File: config.mk
export PLATFORM = sky130hd
export DESIGN_NAME = dual_mask_intc
export DESIGN_NICKNAME = d
export VERILOG_FILES = /design/src/rtl/intc_pkg.sv /design/src/rtl/intc_decode.sv /design/src/rtl/intc_mask_bank.sv /design/src/rtl/intc_soft_pend.sv /design/src/rtl/intc_read_mux.sv /design/src/rtl/dual_mask_intc.sv
export SDC_FILE = /design/constraint.sdc
export NUM_CORES = 1
export LEC_CHECK = 0
export BUFFER_PORTS_ARGS = -buffer_cell sky130_fd_sc_hd__buf_4
export CORE_ASPECT_RATIO = 1.1
export CORE_UTILIZATION = 50
export CTS_CLUSTER_SIZE = 40
export DETAILED_ROUTE_END_ITERATION = 10
export GPL_ROUTABILITY_DRIVEN = 0
export GPL_TIMING_DRIVEN = 0
export PLACE_DENSITY = 0.79
export SETUP_SLACK_MARGIN = 0.05
export SLEW_MARGIN = 40
export SYNTH_ARGS = -nofsm -noshare
export SYNTH_HDL_FRONTEND = slang
export SYNTH_SLANG_ARGS = --single-unit
File: constraint.sdc
create_clock -name clk -period 3.9 [get_ports clk]
set_input_delay 0.195 -clock clk [delete_from_list [all_inputs] [get_ports clk]]
set_output_delay 0.195 -clock clk [all_outputs]
set_load 0.01 [all_outputs]
File: src/rtl/intc_pkg.sv
package intc_pkg;

    localparam int unsigned OFS_W = 4;

    typedef enum logic [OFS_W-1:0] {
        OFS_IRQ_MSK_ST = 4'd0,
        OFS_RAW_A      = 4'd1,
        OFS_IRQ_ON     = 4'd2,
        OFS_IRQ_OFF    = 4'd3,
        OFS_SW_ON      = 4'd4,
        OFS_SW_OFF     = 4'd5,
        OFS_FIQ_MSK_ST = 4'd8,
        OFS_RAW_B      = 4'd9,
        OFS_FIQ_ON     = 4'd10,
        OFS_FIQ_OFF    = 4'd11
    } reg_ofs_e;

    typedef struct packed {
        logic irq_set;
        logic irq_clr;
        logic fiq_set;
        logic fiq_clr;
        logic sw_set;
        logic sw_clr;
        logic bad;
    } wr_dec_t;

    function automatic logic ofs_listed(logic [OFS_W-1:0] a);
        case (a)
            OFS_IRQ_MSK_ST, OFS_RAW_A, OFS_IRQ_ON, OFS_IRQ_OFF,
            OFS_SW_ON, OFS_SW_OFF, OFS_FIQ_MSK_ST, OFS_RAW_B,
            OFS_FIQ_ON, OFS_FIQ_OFF: ofs_listed = 1'b1;
            default:                 ofs_listed = 1'b0;
        endcase
    endfunction

endpackage

File: src/rtl/intc_decode.sv
module intc_decode
    import intc_pkg::*;
(
    input  logic             wr_en,
    input  logic             rd_en,
    input  logic [OFS_W-1:0] addr,
    input  logic             wbit0,
    output wr_dec_t          dec
);
    always_comb begin
        dec         = '0;
        dec.bad     = (wr_en | rd_en) & ~ofs_listed(addr);
        if (wr_en) begin
            dec.irq_set = (addr == OFS_IRQ_ON);
            dec.irq_clr = (addr == OFS_IRQ_OFF);
            dec.fiq_set = (addr == OFS_FIQ_ON);
            dec.fiq_clr = (addr == OFS_FIQ_OFF);
            dec.sw_set  = (addr == OFS_SW_ON)  & wbit0;
            dec.sw_clr  = (addr == OFS_SW_OFF) & wbit0;
        end
    end
endmodule

File: src/rtl/intc_mask_bank.sv
module intc_mask_bank #(
    parameter int unsigned W = 32
) (
    input  logic         clk,
    input  logic         rst,
    input  logic         set_we,
    input  logic         clr_we,
    input  logic [W-1:0] wdata,
    output logic [W-1:0] en_q,
    output logic [W-1:0] en_d
);
    always_comb begin
        en_d = en_q;
        if (set_we) en_d = en_d | wdata;
        if (clr_we) en_d = en_d & ~wdata;
    end

    always_ff @(posedge clk) begin
        if (rst) en_q <= '0;
        else     en_q <= en_d;
    end


    mask_set_chk: assert property (@(posedge clk) disable iff (rst)
        set_we |=> ((en_q & $past(wdata)) == $past(wdata)));

    mask_clr_chk: assert property (@(posedge clk) disable iff (rst)
        clr_we |=> ((en_q & $past(wdata)) == '0));
endmodule

File: src/rtl/intc_soft_pend.sv
module intc_soft_pend (
    input  logic clk,
    input  logic rst,
    input  logic set_req,
    input  logic clr_req,
    output logic pend_q,
    output logic pend_d
);
    always_comb begin
        pend_d = pend_q;
        if (set_req)      pend_d = 1'b1;
        else if (clr_req) pend_d = 1'b0;
    end

    always_ff @(posedge clk) begin
        if (rst) pend_q <= 1'b0;
        else     pend_q <= pend_d;
    end


    soft_set_chk: assert property (@(posedge clk) disable iff (rst)
        set_req |=> pend_q);

    soft_clr_chk: assert property (@(posedge clk) disable iff (rst)
        (clr_req && !set_req) |=> !pend_q);
endmodule

File: src/rtl/intc_read_mux.sv
module intc_read_mux
    import intc_pkg::*;
#(
    parameter int unsigned W = 32
) (
    input  logic [OFS_W-1:0] addr,
    input  logic [W-1:0]     raw,
    input  logic [W-1:0]     irq_en,
    input  logic [W-1:0]     fiq_en,
    output logic [W-1:0]     rdata
);
    always_comb begin
        case (addr)
            OFS_IRQ_MSK_ST: rdata = raw & irq_en;
            OFS_RAW_A:      rdata = raw;
            OFS_IRQ_ON:     rdata = irq_en;
            OFS_SW_ON:      rdata = {{(W-1){1'b0}}, raw[0]};
            OFS_FIQ_MSK_ST: rdata = raw & fiq_en;
            OFS_RAW_B:      rdata = raw;
            OFS_FIQ_ON:     rdata = fiq_en;
            default:        rdata = '0;
        endcase
    end
endmodule

File: src/rtl/dual_mask_intc.sv
module dual_mask_intc
    import intc_pkg::*;
#(
    parameter int unsigned NSRC = 32
) (
    input  logic             clk,
    input  logic             rst,
    input  logic [NSRC-1:0]  src_lvl,
    input  logic             wr_en,
    input  logic             rd_en,
    input  logic [OFS_W-1:0] addr,
    input  logic [NSRC-1:0]  wdata,
    output logic [NSRC-1:0]  rdata,
    output logic             irq_out,
    output logic             fiq_out,
    output logic             bad_access
);
    localparam int unsigned NLINE = 2;

    wr_dec_t         dec;
    logic [NSRC-1:0] raw_q, raw_d;
    logic [NSRC-1:0] en_q [NLINE];
    logic [NSRC-1:0] en_d [NLINE];
    logic [NLINE-1:0] set_v, clr_v, line_q;
    logic            sw_q, sw_d;

    intc_decode u_dec (
        .wr_en (wr_en),
        .rd_en (rd_en),
        .addr  (addr),
        .wbit0 (wdata[0]),
        .dec   (dec)
    );

    assign set_v = {dec.fiq_set, dec.irq_set};
    assign clr_v = {dec.fiq_clr, dec.irq_clr};

    for (genvar g = 0; g < NLINE; g++) begin : g_line
        intc_mask_bank #(.W(NSRC)) u_bank (
            .clk    (clk),
            .rst    (rst),
            .set_we (set_v[g]),
            .clr_we (clr_v[g]),
            .wdata  (wdata),
            .en_q   (en_q[g]),
            .en_d   (en_d[g])
        );

        always_ff @(posedge clk) begin
            if (rst) line_q[g] <= 1'b0;
            else     line_q[g] <= |(raw_d & en_d[g]);
        end
    end

    intc_soft_pend u_sw (
        .clk     (clk),
        .rst     (rst),
        .set_req (dec.sw_set),
        .clr_req (dec.sw_clr),
        .pend_q  (sw_q),
        .pend_d  (sw_d)
    );

    assign raw_q = src_lvl | {{(NSRC-1){1'b0}}, sw_q};
    assign raw_d = src_lvl | {{(NSRC-1){1'b0}}, sw_d};

    intc_read_mux #(.W(NSRC)) u_rd (
        .addr   (addr),
        .raw    (raw_q),
        .irq_en (en_q[0]),
        .fiq_en (en_q[1]),
        .rdata  (rdata)
    );

    always_ff @(posedge clk) begin
        if (rst) bad_access <= 1'b0;
        else     bad_access <= dec.bad;
    end

    assign irq_out = line_q[0];
    assign fiq_out = line_q[1];


    irq_drop_chk: assert property (@(posedge clk) disable iff (rst)
        (wr_en && addr == OFS_IRQ_OFF && wdata == {NSRC{1'b1}}) |=> !irq_out);

    fiq_drop_chk: assert property (@(posedge clk) disable iff (rst)
        (wr_en && addr == OFS_FIQ_OFF && wdata == {NSRC{1'b1}}) |=> !fiq_out);

    ro_write_chk: assert property (@(posedge clk) disable iff (rst)
        (wr_en && (addr == OFS_RAW_A || addr == OFS_IRQ_MSK_ST))
        |=> (en_q[0] == $past(en_q[0]) && en_q[1] == $past(en_q[1])));

    bad_pulse_chk: assert property (@(posedge clk) disable iff (rst)
        ((wr_en || rd_en) && !ofs_listed(addr)) |=> bad_access);

    bad_quiet_chk: assert property (@(posedge clk) disable iff (rst)
        (!wr_en && !rd_en) |=> !bad_access);
endmodule

**Yosys cells after proc, flatten, opt, wreduce, memory -nomap -nowiden**

Memory sizes are Yosys's and may differ from the RTL's.
Cells that the tools add are included.
Widths: inputs -> output; s select.

- Register bits: 68
- Output and inout port bits: 35
- Input bits: 72
- Word-level logic and storage cells: 44
- Memories kept: 1
- ROM bits: 16

- Reduce and logical (&&, ||, !) cells: 4
- Eq/ne operators: 9
- Bitwise gates (word level): 16
- Mux-type cells: 8

Memories:

| name | depth | bits a word | read ports | clocked after memory_dff | write ports | RTL line | RTL |
|---|---|---|---|---|---|---|---|
| (name not given) | 16 | 1 | 1 | 0 | 0 | intc_pkg.sv:29 | `case (a)` |

Operator list:

| kind | count |
|---|---|
| $and 32x32->32 | 6 |
| $pmux 32 s6 | 1 |
| $mux 32 | 4 |
| $or 32x1->32 | 2 |
| $or 32x32->32 | 2 |
| $reduce_or 32->1 | 2 |
| $not 32->32 | 1 |
| $eq 4x4->1 const B | 4 |
| $eq 4x2->1 const B | 2 |
| $eq 4x3->1 const B | 2 |
| $mux 6 | 1 |
| $eq 4x1->1 const B | 1 |
| $logic_not 4->1 | 1 |
| $and 1x1->1 | 3 |
| $mux 1 | 2 |
| $reduce_or 2->1 | 1 |
| $not 1->1 | 1 |
| $or 1x1->1 | 1 |

**Longest topological paths before layout**

Gate-level depths: netlist of the first run.

- Depth in word-level cells: 8
- Gate-level depth with buffers: 9
- Gate-level depth less buffers: 6

**Hierarchy**

Synthesis of the first run repeated with hierarchy kept, for this count alone.

- Cell total of the unflattened synthesis: 434
- Area, all modules: 4,611.9 um^2

By module, submodules not included:

| module | sequential area each (um^2) | area an instance (um^2) | cells each | instances |
|---|---|---|---|---|
| intc_mask_bank | 640.6 | 1,559.0 | 141 | 2 |
| intc_read_mux | 0.0 | 975.9 | 86 | 1 |
| dual_mask_intc | 60.1 | 382.9 | 49 | 1 |
| intc_decode | 0.0 | 85.1 | 12 | 1 |
| intc_soft_pend | 20.0 | 50.0 | 5 | 1 |

**Least setup slack after synthesis of the first run**

Ideal clock, no wire load.

- Path type: input port to output port
- Start: input addr[3]
- End: output rdata[10]
- Path slack: 1,992 ps
- Arrival: 1,713 ps
- Buffers on the path: 3
- Required time: 3,705 ps
- Stages on the path: 5
- Cells stage by stage: clkbuf_1 -> clkbuf_1 -> buf_1 -> mux2_2 -> o221a_2

- Longest elaborated chain between the ends: 3
- Elaborated cells between the ends (all ways): 9
- Classes of those cells: eq/ne: 6; mux: 1; reduce/logical: 2

Ends and longest elaborated chain:

| item | RTL line | RTL |
|---|---|---|
| from (decl) | dual_mask_intc.sv:11 | `input logic [OFS_W-1:0] addr,` |
| $eq 4x1->1 or $eq 4x4->1 (tied branches) | intc_read_mux.sv:13 | `case (addr)` |
| $reduce_or 2->1 (no line) | n/a |  |
| $pmux 32 s6 (*) | intc_read_mux.sv:13 |  |
| to (decl) | dual_mask_intc.sv:13 | `output logic [NSRC-1:0] rdata,` |

Every way passes the cells marked *; elsewhere a longest branch is shown, timed or not.

**Worst setup path after layout of the first run**

- Start: input addr[3]
- End: output rdata[31]

The elaborated chain is that of the path after synthesis.

==> flow_summary.toml, run 1 <==
[final_layout]
drive_gt1_share_pct = 35.1
final_non_filler_cells = 663
antenna_cells_inserted = 0
layout.filler_cells = 604
layout_area_overhead_pct = 27.9
nNetsFinal = 626

[cts]
root_buffer = "clkbuf_8"
cts.repair.resized = 0
post-cts-setup-buffers = 0
tritoncts = "yes"
tritoncts.num_buffers = 9
numClockSinks = 68
htreeDepth = 3
worst_setup_hold_path_clk_slew_ns = 0.07
cts_hold_buf = 0
cts_max_path_buffers = 2
worst_skew_late_latency_ns = 0.36

[sta]
grt_setup_unrepaired = "no"
tns_ns = 0
max_freq_mhz = 338
setup_slack_ns = 0.944
finalHoldViolations = 0
tightestPinTransition_ns = 0.773
finalMaxSlewViolations = 0
final_period_minus_worst_setup_slack_ns = 2.96
finClkSkew_ns = 0.00662
finalSetupViolCount = 0
max-slew-margin-rel_pct = 48.5
fin_crit_sh_pct = 75.8

[floorplanning]
total_number_of_placement_rows = 33
io-pin-count = 107
initial_core_util_pct = 52.0
core-area_um2 = 7470
die_area_um2 = 8130
die_y_um = 94.5
die_w_um = 86.1

[drt]
detail_route.drc_violations = 0
detailroute.via_count = 4565
drt-initial-drc-count = 636
detail_route.first_pass.iterations = 6
detail_route.wirelength_um = 15600
drt-vias-per-instance = 6.89
detail_route.wl_per_cell_um = 23.5
detail-route-antenna-nets = 0

[logic_synthesis]
top_post_synthesis_cells_by_count = "68 x dfxtp_1, 57 x a21oi_1, 57 x a31oi_1"
combinational_family_with_the_most_area_after_synthesis = "compound AO/OA/AOI/OAI gates"
ys_dominant_reg_cell = "dfxtp_1"
mappedNetlistArea_um2 = 3890
synth_top_area_share_pct = 35.0
syn-num-nets = 509
post_synth_mux_area_share_pct = 9.53
synth_top_cells_by_area = "dfxtp_1 35%, mux2_2 9.3%, a31oi_1 9.2%"
post-synth-top-area-cell = "dfxtp_1"
synth-compound-area-share_pct = 36.1
ys_ff_latch = 68
post_synth.cell_area_avg_um2 = 8.90
yosys.cell_count.top_type = "dfxtp_1"
edff_count_synth = 0
synthArstFlopShare_pct = 0
adder_cell_share_of_the_synthesized_area_pct = 0
synth_cell_types = 38
post_synth_xor_area_fraction_pct = 0
synth_seq_area_share_pct = 35.0
yosys_warnings = 0
syn_inst = 437
post_synth_and_or_nand_nor_area_fraction_pct = 14.1

[critical_path]
path_class = "in2out"
worst-path-max-fanout = 10
worst_ep_required_time_ns = 3.70
critical_path.startpoint_type = "input port"
timing.critical_path.arrival_ns = 2.76
worstSetupEndpointType = "primary output"

[placed_design]
portBuffers = 106
hpwlAfterDp_um = 10700
placed_cells = 648
place_worst_setup_slack_ns = 1.06

[grt]
first_pass_grt_wire_length_um = 23000
grt_overflow_total = 0
grt_util_overall_pct = 38.5
grt_max_degree = 12
first_global_vias = 4236
number_of_antenna_violations_at_the_first_check_in_global_routing = 0

[worst_hold_path]
hold_path_class = "in2reg"

[power_and_ir_drop]
p_int_mw = 1.06
pwr-share-comb_pct = 20.1
power.share.sequential_pct = 46.5
power_frac_clock_pct = 33.4
leakagePower_nw = 2.14
power.net_switching_mw = 0.470
cellPowerDensity_nw_per_um2 = 308
vdd_drop_max_mv = 0.220
swShare_pct = 30.7

[outcome]
result_of_the_run = "finished clean"

[run]
cap_viol_max_count = 0
==> logic make-up (layout without fill, tap and decap cells) <==
family | Yosys count | after routing
buffers and inverters | 49 | 170
multiplexers | 33 | 33
flip-flops | 68 | 68
AO/OA/AOI/OAI | 196 | 196
AND/OR/NAND/NOR | 91 | 91
==> metal layers <==
metal	vias up	global-route usage, %	wire length [um]
li1	1952	-	-
met1	2069	49.1	5810
met2	455	59.1	6810
met3	89	7.17	2040
met4	0	25.6	941
met5	-	0	0
==> power by group through the flow <==
| stage | Sequential, mW | Combinational, mW | Clock, mW |
|---|---|---|---|
| floorplan | 0.728 | 0.125 | 0 |
| global placement | 0.727 | 0.292 | 0 |
| detailed placement | 0.727 | 0.296 | 0 |
| CTS | 0.711 | 0.297 | 0.499 |
| global route | 0.712 | 0.319 | 0.531 |
| finish | 0.711 | 0.307 | 0.510 |
==> cell usage in the layout, fill, tap and decap left out, types with 4 or more instances in the layout <==
cell type,instances
and2_1,53
buf_2,6
and3_1,7
dfxtp_1,68
nor2_1,9
buf_4,106
clkbuf_1,30
a31oi_1,57
mux2_2,32
a22oi_1,22
inv_1,8
nand2_1,4
clkbuf_8,9
a211oi_1,11
o221a_2,31
a21oi_1,57
nand4_1,8
clkinv_2,5
==> sequential cells by signal (all words and copies together), names as in the netlist <==
signal              flops
u_sw.pend_q             1
irq_out                 1
g_line.u_bank.en_q     64
fiq_out                 1
bad_access              1
==> through the flow <==
step | total power, mW | instance area (um2) | util (%) | hold slack, ns
2_1_floorplan | 0.853 | 3890 | - | 0.272
3_3_place_gp | 1.02 | 4810 | 64.4 | 0.392
3_5_place_dp | 1.02 | 4810 | 64.4 | 0.400
4_1_cts | 1.51 | 4970 | 66.5 | 0.0338
5_1_grt | 1.56 | 4970 | 66.5 | 0.0404
6_report | 1.53 | 4970 | 66.5 | 0.0316
==> layout make-up <==
| cell class | instances | area (um2) | share of cell area [%] |
|---|---|---|---|
| plain buffers | 41 | 176 | 3.55 |
| clock buffers | 9 | 124 | 2.49 |
| clock inverters | 6 | 32.5 | 0.654 |
| repair buffers | 106 | 796 | 16.0 |
| inverters | 8 | 30.0 | 0.604 |
| well taps | 105 | 131 | 2.64 |
| multi-input cells | 320 | 2320 | 46.7 |
| flip-flops and latches | 68 | 1360 | 27.4 |
==> critical path: stages <==
cell and delay [ns]:
buf_4 0.11, clkbuf_1 0.37, clkbuf_1 0.61, buf_1 0.63, mux2_2 0.41, o221a_2 0.28, buf_4 0.15
==> path summary, 6_finish.rpt <==
kind | start | endpoint | slack, ns | depth (start not counted)
setup / recovery | addr[3] | rdata[31] | 0.94 | 7
hold / removal | rst | bad_access$_SDFF_PP0_ | 0.03 | 2
setup reg to reg | g_line[1].u_bank.en_q[7]$_SDFF_PP0_ | fiq_out$_SDFF_PP0_ | 2.15 | 5
hold reg to reg | g_line[1].u_bank.en_q[27]$_SDFF_PP0_ | g_line[1].u_bank.en_q[27]$_SDFF_PP0_ | 0.53 | 2
Power figures use the tool's default switching activity.
==> inputs of run 2 (changes only) <==
ABC_AREA = 1   (was unset)
PLACE_DENSITY = 0.8   (was 0.79)
clock period = 2.7 ns   (was 3.9 ns; I/O delays follow)
==> flow_summary.toml, run 2 <==
[outcome]
result_of_the_run = "finished clean"

[sta]
tns_ns = 0
finClkSkew_ns = 0.0172
max_freq_mhz = 500
max-slew-margin-rel_pct = 49.7
finalHoldViolations = 0
fin_crit_sh_pct = 74.1
final_period_minus_worst_setup_slack_ns = 2.00
grt_setup_unrepaired = "no"
finalMaxSlewViolations = 0
finalSetupViolCount = 0
tightestPinTransition_ns = 0.754
setup_slack_ns = 0.700

[floorplanning]
die_area_um2 = 9660
io-pin-count = 107
die_y_um = 103
die_w_um = 93.8
total_number_of_placement_rows = 36
core-area_um2 = 8920
initial_core_util_pct = 52.0

[drt]
detail-route-antenna-nets = 0
detail_route.drc_violations = 0
drt-initial-drc-count = 710
drt-vias-per-instance = 5.70
detail_route.wl_per_cell_um = 16.4
detailroute.via_count = 5882
detail_route.wirelength_um = 16900
detail_route.first_pass.iterations = 6

[logic_synthesis]
synth_top_area_share_pct = 29.4
synth_seq_area_share_pct = 29.4
syn_inst = 799
synth_cell_types = 23
syn-num-nets = 871
mappedNetlistArea_um2 = 4630
synthArstFlopShare_pct = 0
post_synth.cell_area_avg_um2 = 5.80
synth_top_cells_by_area = "dfxtp_1 29%, nand2_1 25%, nand3_1 7.1%"
post-synth-top-area-cell = "dfxtp_1"
ys_dominant_reg_cell = "dfxtp_1"
ys_ff_latch = 68
yosys.cell_count.top_type = "nand2_1"
edff_count_synth = 0
top_post_synthesis_cells_by_count = "308 x nand2_1, 88 x nor2_1, 87 x inv_1"
yosys_warnings = 0

[critical_path]
worst_ep_required_time_ns = 2.57
path_class = "in2out"
slowest_stage = "clkbuf_1"
worstPathCellList = "buf_4 > nor2_4 > clkbuf_1 > nand2_1 > clkbuf_1 > o221ai_1 > buf_4"
worstSetupEndpointType = "primary output"
critical_path.startpoint_type = "input port"
critical_path_buf_inv_count = 4
timing.critical_path.arrival_ns = 1.86
path_delay_family = "buffers and inverters"
worst-path-max-fanout = 10
max_stage_delay_ns = 0.47

[cts]
tritoncts = "yes"
tritoncts.num_buffers = 9
root_buffer = "clkbuf_8"
numClockSinks = 68
post-cts-setup-buffers = 0
htreeDepth = 3
cts_max_path_buffers = 2
cts.repair.resized = 0
worst_setup_hold_path_clk_slew_ns = 0.09
worst_skew_late_latency_ns = 0.36
cts_hold_buf = 0

[final_layout]
layout_area_overhead_pct = 23.7
registers.top_by_ff_count = "g_line.u_bank.en_q"
multi_input_comb_area_um2 = 2720
nNetsFinal = 985
mostFrequentLayoutCells = "308 x nand2_1, 114 x buf_4, 88 x nor2_1"
final_non_filler_cells = 1032
area.sequential_um2 = 1360
antenna_cells_inserted = 0
layout_commonest_cell = "nand2_1"
layout.filler_cells = 861
drive_gt1_share_pct = 16.3
largest_register_ff_count = 64

[grt]
grt_max_degree = 12
grt_util_overall_pct = 35.4
number_of_antenna_violations_at_the_first_check_in_global_routing = 0
first_global_vias = 5392
first_pass_grt_wire_length_um = 26000
grt_overflow_total = 0

[power_and_ir_drop]
leakagePower_nw = 2.66
vdd_drop_max_mv = 0.269
p_int_mw = 1.56
pwr-share-comb_pct = 18.5
swShare_pct = 30.7
power.share.sequential_pct = 45.6
power_frac_clock_pct = 35.9
power.net_switching_mw = 0.691
cellPowerDensity_nw_per_um2 = 393

[run]
cap_viol_max_count = 0

[placed_design]
portBuffers = 103
placed_cells = 1016
place_worst_setup_slack_ns = 0.724
hpwlAfterDp_um = 11900

[worst_hold_path]
hold_path_class = "in2reg"
-- run 2: area by class of cell --
| cell class | instances | area share (%) |
|---|---|---|
| multi-input combinational | 597 | 47.4 |
| buffer | 44 | 3.82 |
| inverter | 90 | 5.90 |
| timing repair buffer | 103 | 13.5 |
| sequential | 68 | 23.8 |
| tap | 114 | 2.49 |
| clock inverter | 3 | 0.371 |
| clock buffer | 13 | 2.77 |
-- run 2: final timing paths --
| path | slack, ns | depth (start not counted) | from | endpoint |
|---|---|---|---|---|
| max | 0.70 | 7 | addr[0] | rdata[3] |
| min | 0.06 | 4 | wdata[9] | g_line[0].u_bank.en_q[9]$_SDFF_PP0_ |
| max reg2reg | 1.37 | 8 | g_line[0].u_bank.en_q[11]$_SDFF_PP0_ | irq_out$_SDFF_PP0_ |
| min reg2reg | 0.50 | 2 | u_sw.pend_q$_SDFF_PP0_ | u_sw.pend_q$_SDFF_PP0_ |
-- run 2: worst min-delay path, cell delays in order --
cell and delay [ns]:
buf_4 0.10, nand2_1 0.06, nand2_1 0.06, nor2_1 0.03
-- run 2: kinds of logic (layout without fill, tap and decap cells) --
group	count (synthesis)	count (layout)	synth area share [%]
compound gates	109	109	15.4
buf+inv	134	253	12.0
flops	68	68	29.4
simple gates	488	488	43.2
-- run 2: power groups by stage --
stage                     clock network (mW)  registers (mW)  logic, mW
after floorplan                            0            1.05      0.180
after global placement                     0            1.05      0.396
after detailed placement                   0            1.05      0.403
after CTS                              0.801            1.03      0.404
after global routing                   0.845            1.03      0.443
final                                  0.807            1.03      0.416
-- run 2: layer usage --
layer	vias to the layer above	track usage [%]	share of wire, %
li1	2800	-	-
met1	2630	42.5	38
met5	-	0	0
met2	377	59.6	46
met4	0	20.6	4.5
met3	75	6.19	11
-- run 2: metrics by stage --
step	utilization, %	power, mW	hold WS [ns]	instance area, um2
3_3_place_gp	62.2	1.45	0.429	5550
4_1_cts	64.3	2.23	0.0609	5730
3_5_place_dp	62.2	1.45	0.433	5550
6_report	64.3	2.25	0.0633	5730
5_1_grt	64.3	2.32	0.0717	5730
2_1_floorplan	-	1.23	0.313	4630
